`src/rtl/alu_pkg.sv`:
```
package alu_pkg;
  typedef enum logic [1:0] {
    ALU_AND = 2'b00,
    ALU_OR  = 2'b01,
    ALU_ADD = 2'b10,
    ALU_SUB = 2'b11
  } alu_op_e;
endpackage

```
`src/rtl/alu_fa_cell.sv`:
```
module alu_fa_cell (
  input  logic x_i,
  input  logic y_i,
  input  logic ci_i,
  output logic s_o,
  output logic co_o
);
  logic p;
  assign p    = x_i ^ y_i;
  assign s_o  = p ^ ci_i;
  assign co_o = (x_i & y_i) | (ci_i & p);
endmodule

```
`src/rtl/alu_addsub.sv`:
```
module alu_addsub #(
  parameter int WIDTH = 32
) (
  input  logic [WIDTH-1:0] a_i,
  input  logic [WIDTH-1:0] b_i,
  input  logic             sub_i,
  output logic [WIDTH-1:0] sum_o,
  output logic             cout_o,
  output logic             cmsb_o
);
  localparam int MSB = WIDTH - 1;

  logic [WIDTH-1:0] b_cond;
  assign b_cond = b_i ^ {WIDTH{sub_i}};

  for (genvar i = 0; i < WIDTH; i++) begin : g_bit
    logic ci;
    logic co;
    if (i == 0) begin : g_lsb
      assign ci = sub_i;
    end else begin : g_link
      assign ci = g_bit[i-1].co;
    end
    alu_fa_cell u_cell (
      .x_i (a_i[i]),
      .y_i (b_cond[i]),
      .ci_i(ci),
      .s_o (sum_o[i]),
      .co_o(co)
    );
  end

  assign cout_o = g_bit[MSB].co;
  assign cmsb_o = g_bit[MSB].ci;
endmodule

```
`src/rtl/alu_logic_unit.sv`:
```
module alu_logic_unit #(
  parameter int WIDTH = 32
) (
  input  logic [WIDTH-1:0] a_i,
  input  logic [WIDTH-1:0] b_i,
  input  logic             sel_or_i,
  output logic [WIDTH-1:0] y_o
);
  assign y_o = sel_or_i ? (a_i | b_i) : (a_i & b_i);
endmodule

```
`src/rtl/alu_core.sv`:
```
module alu_core
  import alu_pkg::*;
#(
  parameter int WIDTH = 32
) (
  input  logic [WIDTH-1:0] a_i,
  input  logic [WIDTH-1:0] b_i,
  input  logic [1:0]       op_i,
  output logic [WIDTH-1:0] result_o,
  output logic             carry_o,
  output logic             ovf_o,
  output logic             zero_o
);
  alu_op_e          op;
  logic             is_sub;
  logic             is_arith;
  logic [WIDTH-1:0] arith_y;
  logic [WIDTH-1:0] logic_y;
  logic             c_out;
  logic             c_msb;

  assign op       = alu_op_e'(op_i);
  assign is_sub   = (op == ALU_SUB);
  assign is_arith = (op == ALU_ADD) || (op == ALU_SUB);

  alu_addsub #(.WIDTH(WIDTH)) u_addsub (
    .a_i   (a_i),
    .b_i   (b_i),
    .sub_i (is_sub),
    .sum_o (arith_y),
    .cout_o(c_out),
    .cmsb_o(c_msb)
  );

  alu_logic_unit #(.WIDTH(WIDTH)) u_logic (
    .a_i     (a_i),
    .b_i     (b_i),
    .sel_or_i(op == ALU_OR),
    .y_o     (logic_y)
  );

  assign result_o = is_arith ? arith_y : logic_y;
  assign carry_o  = is_arith & c_out;
  assign ovf_o    = is_arith & (c_out ^ c_msb);
  assign zero_o   = ~|result_o;
endmodule

```
`config.mk`:
```
export PLATFORM = sky130hd
export DESIGN_NAME = alu_core
export DESIGN_NICKNAME = d
export VERILOG_FILES = /design/src/rtl/alu_pkg.sv /design/src/rtl/alu_fa_cell.sv /design/src/rtl/alu_addsub.sv /design/src/rtl/alu_logic_unit.sv /design/src/rtl/alu_core.sv
export SDC_FILE = /design/constraint.sdc
export NUM_CORES = 1
export LEC_CHECK = 0
export ABC_AREA = 1
export BUFFER_PORTS_ARGS = -buffer_cell sky130_fd_sc_hd__buf_4
export CORE_MARGIN = 4
export CORE_UTILIZATION = 46
export DETAILED_ROUTE_END_ITERATION = 12
export GPL_TIMING_DRIVEN = 0
export PLACE_DENSITY = 0.92
export SLEW_MARGIN = 25
export SYNTH_ARGS = -nofsm -noshare
export SYNTH_HDL_FRONTEND = slang
export SYNTH_SLANG_ARGS = --single-unit
```
`constraint.sdc`:
```
create_clock -name vclk -period 20.7
set_input_delay 4.14 -clock vclk [all_inputs]
set_output_delay 4.14 -clock vclk [all_outputs]
set_load 0.02 [all_outputs]
```
# Word-level counts from Yosys, hierarchy flattened
# Index checks and enable logic that the tools add are counted.
word_totals:
  ff_bits: 0
  latch_bits: 0
  ramBits: 0
  romBits: 0
  output_inout_bits: 35
  memories: 0
op_classes:
  addsub: 0
  n_mul: 0
  n_div: 0
  magnitude_cmp: 0
  n_eq_ne: 3
  shift: 0
  muxes: 2
  n_bitwise: 166
  n_reduce_logical: 3
ops:
  columns: ["op", "n"]
  rows:
  - ["1-bit bitwise AND", 66]
  - ["1-bit XOR", 65]
  - ["32-bit two-way mux", 2]
  - ["32-bit bitwise AND", 1]
  - ["1-bit OR", 32]
  - ["32-bit OR", 1]
  - ["32-bit OR reduction", 1]
  - ["32-bit XOR", 1]
  - ["2-bit equality test, second input constant", 2]
  - ["2-bit by 1-bit equality test with 1-bit output, second input constant", 1]
  - ["1-bit zero test", 1]
  - ["1-bit logical OR", 1]

# Depth between registers and ports, before layout
# Gate-level depths: netlist of run 1.
depth:
  word_depth: 69
  mapped_depth: 45

# Modules after synthesis
# From an unflattened synthesis of run 1, not the netlist that was laid out.
unflattened:
  hier_cells: 412
  area_unflattened_um2: 2417.3
modules_own_cells:
  columns: ["module", "n_inst", "cells_each", "area_per_inst_um2"]
  rows:
  - ["alu_fa_cell", 32, 1, 20.0]
  - ["alu_core", 1, 143, 625.6]
  - ["alu_addsub", 1, 136, 596.8]
  - ["alu_logic_unit", 1, 101, 554.3]

# Least setup slack after synthesis of run 1
# OpenSTA, ideal clock, no wires.
synth_timing:
  path_type: "input-to-output"
  startpoint: "input port op_i[1]"
  endpoint: "output port zero_o"
  t_arrival_ns: 17.853
  setup_slack_ns: -1.293
  stages: 44
  n_path_buf: 2
  path_cell_list: "buf_2 nand2_1 buf_4 xor2_1 fa_1 fa_1 fa_1 fa_1 fa_1 fa_1 fa_1 fa_1 fa_1 fa_1 fa_1 fa_1 fa_1 fa_1 [... 8 more ...] fa_1 fa_1 fa_1 fa_1 fa_1 inv_1 fa_1 inv_1 fa_1 fa_1 fa_1 or2_2 o21ai_1 nor2_1 nand2_1 nor2_1 nand2_1 nor2_1"
synth_between:
  elab_chain_len: 69
  elab_cells_between_ends: 166
  classes_between: "eq/ne: 3; mux: 2; bitwise: 158; reduce/logical: 3"
synth_rtl:
  columns: ["item", "line_no", "source"]
  rows:
  - ["start, declared", "alu_core.sv:8", "input logic [1:0] op_i,"]
  - ["2-bit equality test", "alu_core.sv:23, alu_core.sv:24", null]
  - ["32-bit XOR", "alu_addsub.sv:14", "assign b_cond = b_i ^ {WIDTH{sub_i}};"]
  - ["1-bit XOR", "alu_fa_cell.sv:9", "assign p = x_i ^ y_i;"]
  - ["1-bit bitwise AND", "alu_fa_cell.sv:11", "assign co_o = (x_i & y_i) | (ci_i & p);"]
  - ["1-bit OR", "alu_fa_cell.sv:11", null]
  - ["1-bit bitwise AND", "alu_fa_cell.sv:11", null]
  - ["1-bit OR", "alu_fa_cell.sv:11", null]
  - ["1-bit bitwise AND", "alu_fa_cell.sv:11", null]
  - ["[... 54 more ...]", null, null]
  - ["1-bit OR", "alu_fa_cell.sv:11", null]
  - ["1-bit bitwise AND", "alu_fa_cell.sv:11", null]
  - ["1-bit OR", "alu_fa_cell.sv:11", null]
  - ["1-bit XOR", "alu_fa_cell.sv:10", "assign s_o = p ^ ci_i;"]
  - ["32-bit two-way mux *", "alu_core.sv:42", "assign result_o = is_arith ? arith_y : logic_y;"]
  - ["via result_o[31]", "alu_core.sv:9", "output logic [WIDTH-1:0] result_o,"]
  - ["32-bit OR reduction *", "alu_core.sv:45", "assign zero_o = ~|result_o;"]
  - ["1-bit zero test *", "alu_core.sv:45", null]
  - ["end, declared", "alu_core.sv:12", "output logic zero_o"]
# The timed path passes the listed nets; every way through them passes the cells marked *.

# Worst setup path in the final report of run 1
layout_timing:
  startpoint: "input port op_i[0]"
  endpoint: "output port zero_o"
layout_between:
  elab_chain_len: 69
  elab_cells_between_ends: 166
  classes_between: "eq/ne: 3; mux: 2; bitwise: 158; reduce/logical: 3"
layout_rtl:
  columns: ["item", "line_no"]
  rows:
  - ["2-bit equality test", "alu_core.sv:23, alu_core.sv:24"]
  - ["32-bit XOR", "alu_addsub.sv:14"]
  - ["1-bit XOR", "alu_fa_cell.sv:9"]
  - ["1-bit bitwise AND", "alu_fa_cell.sv:11"]
  - ["1-bit OR", "alu_fa_cell.sv:11"]
  - ["1-bit bitwise AND", "alu_fa_cell.sv:11"]
  - ["1-bit OR", "alu_fa_cell.sv:11"]
  - ["1-bit bitwise AND", "alu_fa_cell.sv:11"]
  - ["[... 53 more ...]", null]
  - ["1-bit bitwise AND", "alu_fa_cell.sv:11"]
  - ["1-bit OR", "alu_fa_cell.sv:11"]
  - ["1-bit bitwise AND", "alu_fa_cell.sv:11"]
  - ["1-bit OR", "alu_fa_cell.sv:11"]
  - ["1-bit XOR", "alu_fa_cell.sv:10"]
  - ["32-bit two-way mux *", "alu_core.sv:42"]
  - ["32-bit OR reduction *", "alu_core.sv:45"]
  - ["1-bit zero test *", "alu_core.sv:45"]
# Mark *: on every way between the ends. The rest lies on a longest branch, timed or not.

==> load_flow_metrics.sql, run 1 <==
INSERT INTO impl_metrics (metric_group, metric, value, unit) VALUES
('status', 'run_status', 'finished, violations left', ''),
('setup_path', 'critPathMaxStageDelay', '490', 'ps'),
('place', 'dpl_worst_slack', '-763', 'ps'),
('detailed_routing', 'drcViolationCount', '0', ''),
('grt', 'grt_pass1_vias', '2633', ''),
('status', 'violations', 'setup timing', ''),
('detailed_routing', 'total_via_count_after_detailed_routing', '2573', ''),
('place', 'routabilityCongestion', '0.785', ''),
('detailed_routing', 'routed_wire_length_per_instance', '13.5', 'µm'),
('synthesis', 'synth-seq-area-share', '0', '%'),
('detailed_routing', 'routed_wl', '7380', 'µm'),
('final_layout', 'nFlopsAndLatches', '0', ''),
('grt', 'grt_max_degree', '13', ''),
('synthesis', 'netlist-cell-type-count', '21', ''),
('timing', 'finalWorstPathRequiredPeriod', '20770', 'ps'),
('timing', 'finalSetupViolCount', '1', ''),
('final_layout', 'regArea', '0', 'µm²'),
('setup_path', 'setup.worst_path.end_class', 'output port', ''),
('setup_path', 'critical-path-slowest-cell', 'fa_1', ''),
('timing', 'drv_slew', '0', ''),
('detailed_routing', 'number_of_optimization_iterations_in_the_first_detailed_route_pass', '4', ''),
('floorplanning', 'die_x', '79.7', 'µm'),
('setup_path', 'worstSetupPathType', 'primary input to output port', ''),
('final_layout', 'fillerInstances', '410', ''),
('grt', 'grt_use_total', '23.3', '%'),
('final_layout', 'insertedDiodeCount', '0', ''),
('detailed_routing', 'count_of_nets_left_with_antenna_violations_after_detail_routing', '0', ''),
('floorplanning', 'core_region_area', '4850', 'µm²'),
('synthesis', 'post-synth-top-area-cell', 'fa_1', ''),
('timing', 'grt_setup_unrepaired', 'yes', ''),
('timing', 'fmax', '48.1', 'MHz'),
('final_layout', 'area_of_combinational_cells_with_multiple_inputs', '2150', 'µm²'),
('final_layout', 'area.growth.synth_to_final', '45.8', '%'),
('final_layout', 'clkbuf_count', '0', ''),
('power_and_ir_drop', 'ir_drop', '0.0236', 'mV'),
('synthesis', 'synth_fp_nets', '468', ''),
('floorplanning', 'floorplan.initialDensity', '48.7', '%'),
('setup_path', 'critPathMaxFanout', '5', ''),
('final_layout', 'post_layout_utilization_of_the_core', '71.0', '%'),
('timing', 'min_period_over_period', '100', '%'),
('place', 'cell_area_after_placement', '3290', 'µm²'),
('setup_path', 'worst_setup_start_kind', 'primary input', ''),
('timing', 'worst_setup_margin', '-71.0', 'ps'),
('final_layout', 'share_of_layout_cells_above_drive_strength_1', '41.1', '%'),
('detailed_routing', 'detail_route.vias_per_cell', '4.71', ''),
('power_and_ir_drop', 'power.density', '36.1', 'nW/µm²'),
('detailed_routing', 'drt_iter0_drc', '89', ''),
('place', 'buffer_ports.inserted', '101', ''),
('power_and_ir_drop', 'leakagePower', '0.00186', 'µW'),
('synthesis', 'syn_inst', '369', ''),
('grt', 'grt_pass1_wl', '11900', 'µm'),
('timing', 'finalHoldViolations', '0', ''),
('final_layout', 'nNetsFinal', '580', ''),
('setup_path', 'critPathMostFrequentCell', 'fa_2', ''),
('cts', 'cts_hold_buf', '0', ''),
('floorplanning', 'pin_count', '101', ''),
('setup_path', 'cp.arrival', '16630', 'ps'),
('synthesis', 'ys.warnings.count', '0', ''),
('place', 'hpwl_after_detailed_placement', '5970', 'µm'),
('final_layout', 'stdcell_area', '3440', 'µm²'),
('grt', 'initial_antenna_violation_count', '0', ''),
('hold_path', 'worstHoldPathType', 'primary input to output port', ''),
('grt', 'grt.overflow.total', '0', ''),
('synthesis', 'netlist_area', '2360', 'µm²'),
('floorplanning', 'fp.dieArea', '6350', 'µm²'),
('timing', 'worstMarginPinSlew', '263', 'ps'),
('synthesis', 'syn_area_per_cell', '6.40', 'µm²'),
('run', 'max_cap_violations', '0', ''),
('timing', 'max_slew_margin', '82.5', '%'),
('floorplanning', 'std_cell_rows', '25', ''),
('setup_path', 'worstPathRequired', '16560', 'ps'),
('floorplanning', 'die_y', '79.7', 'µm'),
('synthesis', 'yosys-top-cells-area', 'fa_1, nand2_1, xor2_1', ''),
('synthesis', 'synthDominantCellAreaShare', '26.3', '%');
report_power, final:
group / total, µW / leakage (µW) / internal [µW] / switching [µW]
sequential: 0 / 0 / 0 / 0
clock: 0 / 0 / 0 / 0
combinational: 124 / 0.00186 / 56.8 / 67.5
total: 124 / 0.00186 / 56.8 / 67.5
cells by family after synthesis:
family / share of synthesized area, %
xor+xnor: 11.9
simple gates: 45.2
compound gates: 1.43
fa+ha+maj: 27.3
buf+inv: 14.1
metal layers:
| metal | global-route usage [%] | vias to the layer above | share of wire [%] |
|---|---|---|---|
| met3 | 1.13 | 2 | 5.3 |
| met2 | 46.4 | 86 | 54 |
| met4 | 1.37 | 0 | 0.28 |
| li1 | - | 1290 | - |
| met5 | 0 | - | 0 |
| met1 | 28.5 | 1195 | 41 |
area by class of cell:
type | count | share of cell area (%)
buffer | 12 | 3.74
inverter | 60 | 6.54
multi-input combinational | 296 | 62.4
tap | 67 | 2.43
timing repair buffer | 111 | 24.9
cells in the mapped netlist, drive strengths merged:
| cell | instances |
|---|---|
| or2 | 28 |
| nand2 | 135 |
| nor2 | 39 |
| ha | 2 |
| fa | 31 |
| buf | 12 |
| a21oi | 1 |
| xnor2 | 1 |
| xor2 | 31 |
| nand3 | 23 |
| clkbuf | 1 |
| inv | 60 |
| o21ai | 5 |
path summary, 6_finish.rpt:
path | from | cells past startpoint | endpoint
worst min-delay path | b_i[31] | 4 | result_o[31]
worst max-delay path | op_i[0] | 45 | zero_o
per-stage QoR:
step	std cells	hold slack (ps)	total power, µW	setup TNS (ps)
2_1_floorplan	369	8480	73.9	0
3_3_place_gp	537	8700	114	-1340
3_5_place_dp	537	8700	120	-1650
4_1_cts	537	8690	122	-166
5_1_grt	546	8730	137	-430
6_report	546	8720	124	-71.0
critical path: cells and delay by family:
kind / cells / cell delay [ps]
adder cells (fa/ha/maj): 31 / 11140
AND/OR/NAND/NOR: 7 / 660
buffers and inverters: 5 / 470
XOR/XNOR: 1 / 140
AO/OA/AOI/OAI: 1 / 60
timing repair:
item / in CTS / in global routing
pin swaps: 1 / 0
gates resized for setup: 20 / 3
setup buffers: 1 / 9
endpoints found under the setup margin: 5 / 2
cell usage in the layout, fill, tap and decap left out, drive strengths merged:
cell type and count:
o21ai 5, xnor2 1, clkbuf 1, nor2 39
buf 122, or2 28, a21oi 1, ha 2
inv 60, nand3 23, fa 31, nand2 135
xor2 31
Note: power is estimated with default switching activity, not from simulation.
==> inputs of run 2 (changes only) <==
ABC_AREA = default   (was 1)
CORE_UTILIZATION = 43   (was 46)
==> load_flow_metrics.sql, run 2 <==
INSERT INTO impl_metrics (metric_group, metric, value, unit) VALUES
('setup_path', 'worstSetupPathType', 'primary input to output port', ''),
('timing', 'min_period_over_period', '100', '%'),
('synthesis', 'yosys-top-cells-area', 'fa_1, xor2_1, o21bai_1', ''),
('synthesis', 'post-synth-top-area-cell', 'fa_1', ''),
('synthesis', 'most_numerous_cell_types_in_the_synthesized_netlist', 'inv_1, fa_1, xor2_1', ''),
('setup_path', 'setup.worst_path.end_class', 'output port', ''),
('synthesis', 'syn_inst', '230', ''),
('setup_path', 'critPathMaxFanout', '7', ''),
('floorplanning', 'pin_count', '101', ''),
('detailed_routing', 'total_via_count_after_detailed_routing', '2189', ''),
('floorplanning', 'std_cell_rows', '23', ''),
('power_and_ir_drop', 'power.density', '38.7', 'nW/µm²'),
('synthesis', 'synth_mux_area_share', '0', '%'),
('final_layout', 'finish.cell_count_without_fillers', '400', ''),
('grt', 'grt_pass1_wl', '9940', 'µm'),
('run', 'max_cap_violations', '0', ''),
('final_layout', 'insertedDiodeCount', '0', ''),
('setup_path', 'critPathMaxStageDelay', '540', 'ps'),
('detailed_routing', 'drt_iter0_drc', '90', ''),
('detailed_routing', 'routed_wl', '6680', 'µm'),
('place', 'routabilityCongestion', '0.838', ''),
('synthesis', 'syn_area_per_cell', '8.21', 'µm²'),
('detailed_routing', 'count_of_nets_left_with_antenna_violations_after_detail_routing', '0', ''),
('final_layout', 'post_layout_utilization_of_the_core', '75.6', '%'),
('final_layout', 'nFlopsAndLatches', '0', ''),
('synthesis', 'synth-seq-area-share', '0', '%'),
('place', 'place_inst', '379', ''),
('final_layout', 'clkbuf_count', '0', ''),
('floorplanning', 'floorplan.initialDensity', '45.9', '%'),
('grt', 'initial_antenna_violation_count', '0', ''),
('synthesis', 'netlist-cell-type-count', '25', ''),
('timing', 'worstMarginPinSlew', '574', 'ps'),
('floorplanning', 'core_region_area', '4120', 'µm²'),
('detailed_routing', 'drcViolationCount', '0', ''),
('floorplanning', 'fp.dieArea', '5520', 'µm²'),
('detailed_routing', 'routed_wire_length_per_instance', '16.7', 'µm'),
('synthesis', 'synth_most_common_cell', 'inv_1', ''),
('power_and_ir_drop', 'leakagePower', '0.00144', 'µW'),
('timing', 'fin_hold_ws', '8720', 'ps'),
('timing', 'grt_setup_unrepaired', 'yes', ''),
('final_layout', 'final_common_cell', 'buf_4', ''),
('floorplanning', 'die_y', '74.3', 'µm'),
('synthesis', 'ys.warnings.count', '0', ''),
('synthesis', 'synthDominantCellAreaShare', '32.8', '%'),
('synthesis', 'synth_top_family_by_area', 'adder cells', ''),
('final_layout', 'nNetsFinal', '451', ''),
('hold_path', 'worstHoldPathType', 'primary input to output port', ''),
('cts', 'cts_hold_buf', '0', ''),
('status', 'violations', 'setup timing', ''),
('power_and_ir_drop', 'ir_drop', '0.0258', 'mV'),
('synthesis', 'netlist_area', '1890', 'µm²'),
('place', 'hpwl_after_detailed_placement', '5130', 'µm'),
('place', 'dpl_worst_slack', '-834', 'ps'),
('final_layout', 'share_of_layout_cells_above_drive_strength_1', '52.6', '%'),
('setup_path', 'critical-path-slowest-cell', 'fa_1', ''),
('detailed_routing', 'detail_route.vias_per_cell', '5.47', ''),
('synthesis', 'synth_compound_gate_area_share', '27.2', '%'),
('place', 'buffer_ports.inserted', '99', ''),
('timing', 'worst_setup_margin', '-98.4', 'ps'),
('synthesis', 'synthXorXnorAreaFrac', '14.8', '%'),
('floorplanning', 'die_x', '74.3', 'µm'),
('final_layout', 'layout.cells.most_common_list', 'buf_4, inv_1, fa_2, xor2_1, o21bai_1', ''),
('setup_path', 'worstPathRequired', '16560', 'ps'),
('grt', 'grt_max_degree', '27', ''),
('grt', 'grt.overflow.total', '0', ''),
('final_layout', 'area.growth.synth_to_final', '64.8', '%'),
('timing', 'finalSetupViolCount', '2', ''),
('detailed_routing', 'number_of_optimization_iterations_in_the_first_detailed_route_pass', '4', ''),
('power_and_ir_drop', 'total_power_draw', '121', 'µW'),
('grt', 'grt_pass1_vias', '2149', ''),
('timing', 'fmax', '48.1', 'MHz'),
('setup_path', 'critPathMostFrequentCell', 'fa_2', ''),
('synthesis', 'post_synth_and_or_nand_nor_area_fraction', '6.95', '%'),
('synthesis', 'yosys.area_share.adder', '38.2', '%'),
('setup_path', 'cp.arrival', '16660', 'ps'),
('timing', 'finalWorstPathRequiredPeriod', '20800', 'ps'),
('timing', 'finalHoldViolations', '0', ''),
('setup_path', 'worst_setup_start_kind', 'primary input', ''),
('status', 'run_status', 'finished, violations left', ''),
('timing', 'max_slew_margin', '61.4', '%'),
('grt', 'grt_use_total', '22.8', '%'),
('timing', 'drv_slew', '0', ''),
('final_layout', 'regArea', '0', 'µm²'),
('synthesis', 'synth_fp_nets', '329', '');
[run 2: area by class of cell]
cell class,instances,area (µm²)
buffer,13,160
fill,318,1000
inverter,35,131
multi-input combinational,179,1800
tap,50,62.6
timing repair buffer,123,960
[run 2: power by group]
group          internal, µW  switching [µW]  leakage [µW]
Combinational          58.1            62.4       0.00144
Clock                     0               0             0
Sequential                0               0             0
Total                  58.1            62.4       0.00144
[run 2: layer usage]
metal | track usage, % | part of all wire (%) | vias up
met5 | 0 | 0 | -
met3 | 1.62 | 8.3 | 14
met4 | 2.77 | 1.9 | 0
li1 | - | - | 1019
met2 | 42.7 | 50 | 102
met1 | 29.5 | 40 | 1054
[run 2: timing repair]
item	in CTS	in global routing
endpoints found under the hold margin	0	0
pin swaps	2	0
cloned	0	1
endpoints found under the setup margin	4	3
setup buffers	0	23
resized for setup	15	15
[run 2: worst paths after layout]
| check | startpoint | to | slack [ps] | cells past startpoint |
|---|---|---|---|---|
| setup / recovery | op_i[1] | zero_o | -100 | 42 |
| hold / removal | op_i[1] | result_o[5] | 8720 | 4 |
[run 2: kinds of logic (layout without fill, tap and decap cells)]
logic type | Yosys count | after routing
compound gates | 81 | 81
simple gates | 26 | 26
xor+xnor | 32 | 32
fa+ha+maj | 40 | 40
buf+inv | 51 | 171
[run 2: through the flow]
stage                     setup TNS [ps]  area, µm²
after floorplan                     -125       2000
after global placement             -1110       2810
after detailed placement           -1380       2810
after CTS                           -268       2850
after global routing                -765       3110
final                               -113       3110
[run 2: critical path, delay by kind of cell]
family / cells / cell delay (ps)
and+or+nand+nor: 4 / 510
buffers and inverters: 5 / 520
xor gates and xnor gates: 1 / 140
adders and majority gates: 31 / 11260
AOI/OAI and AO/OA: 1 / 100
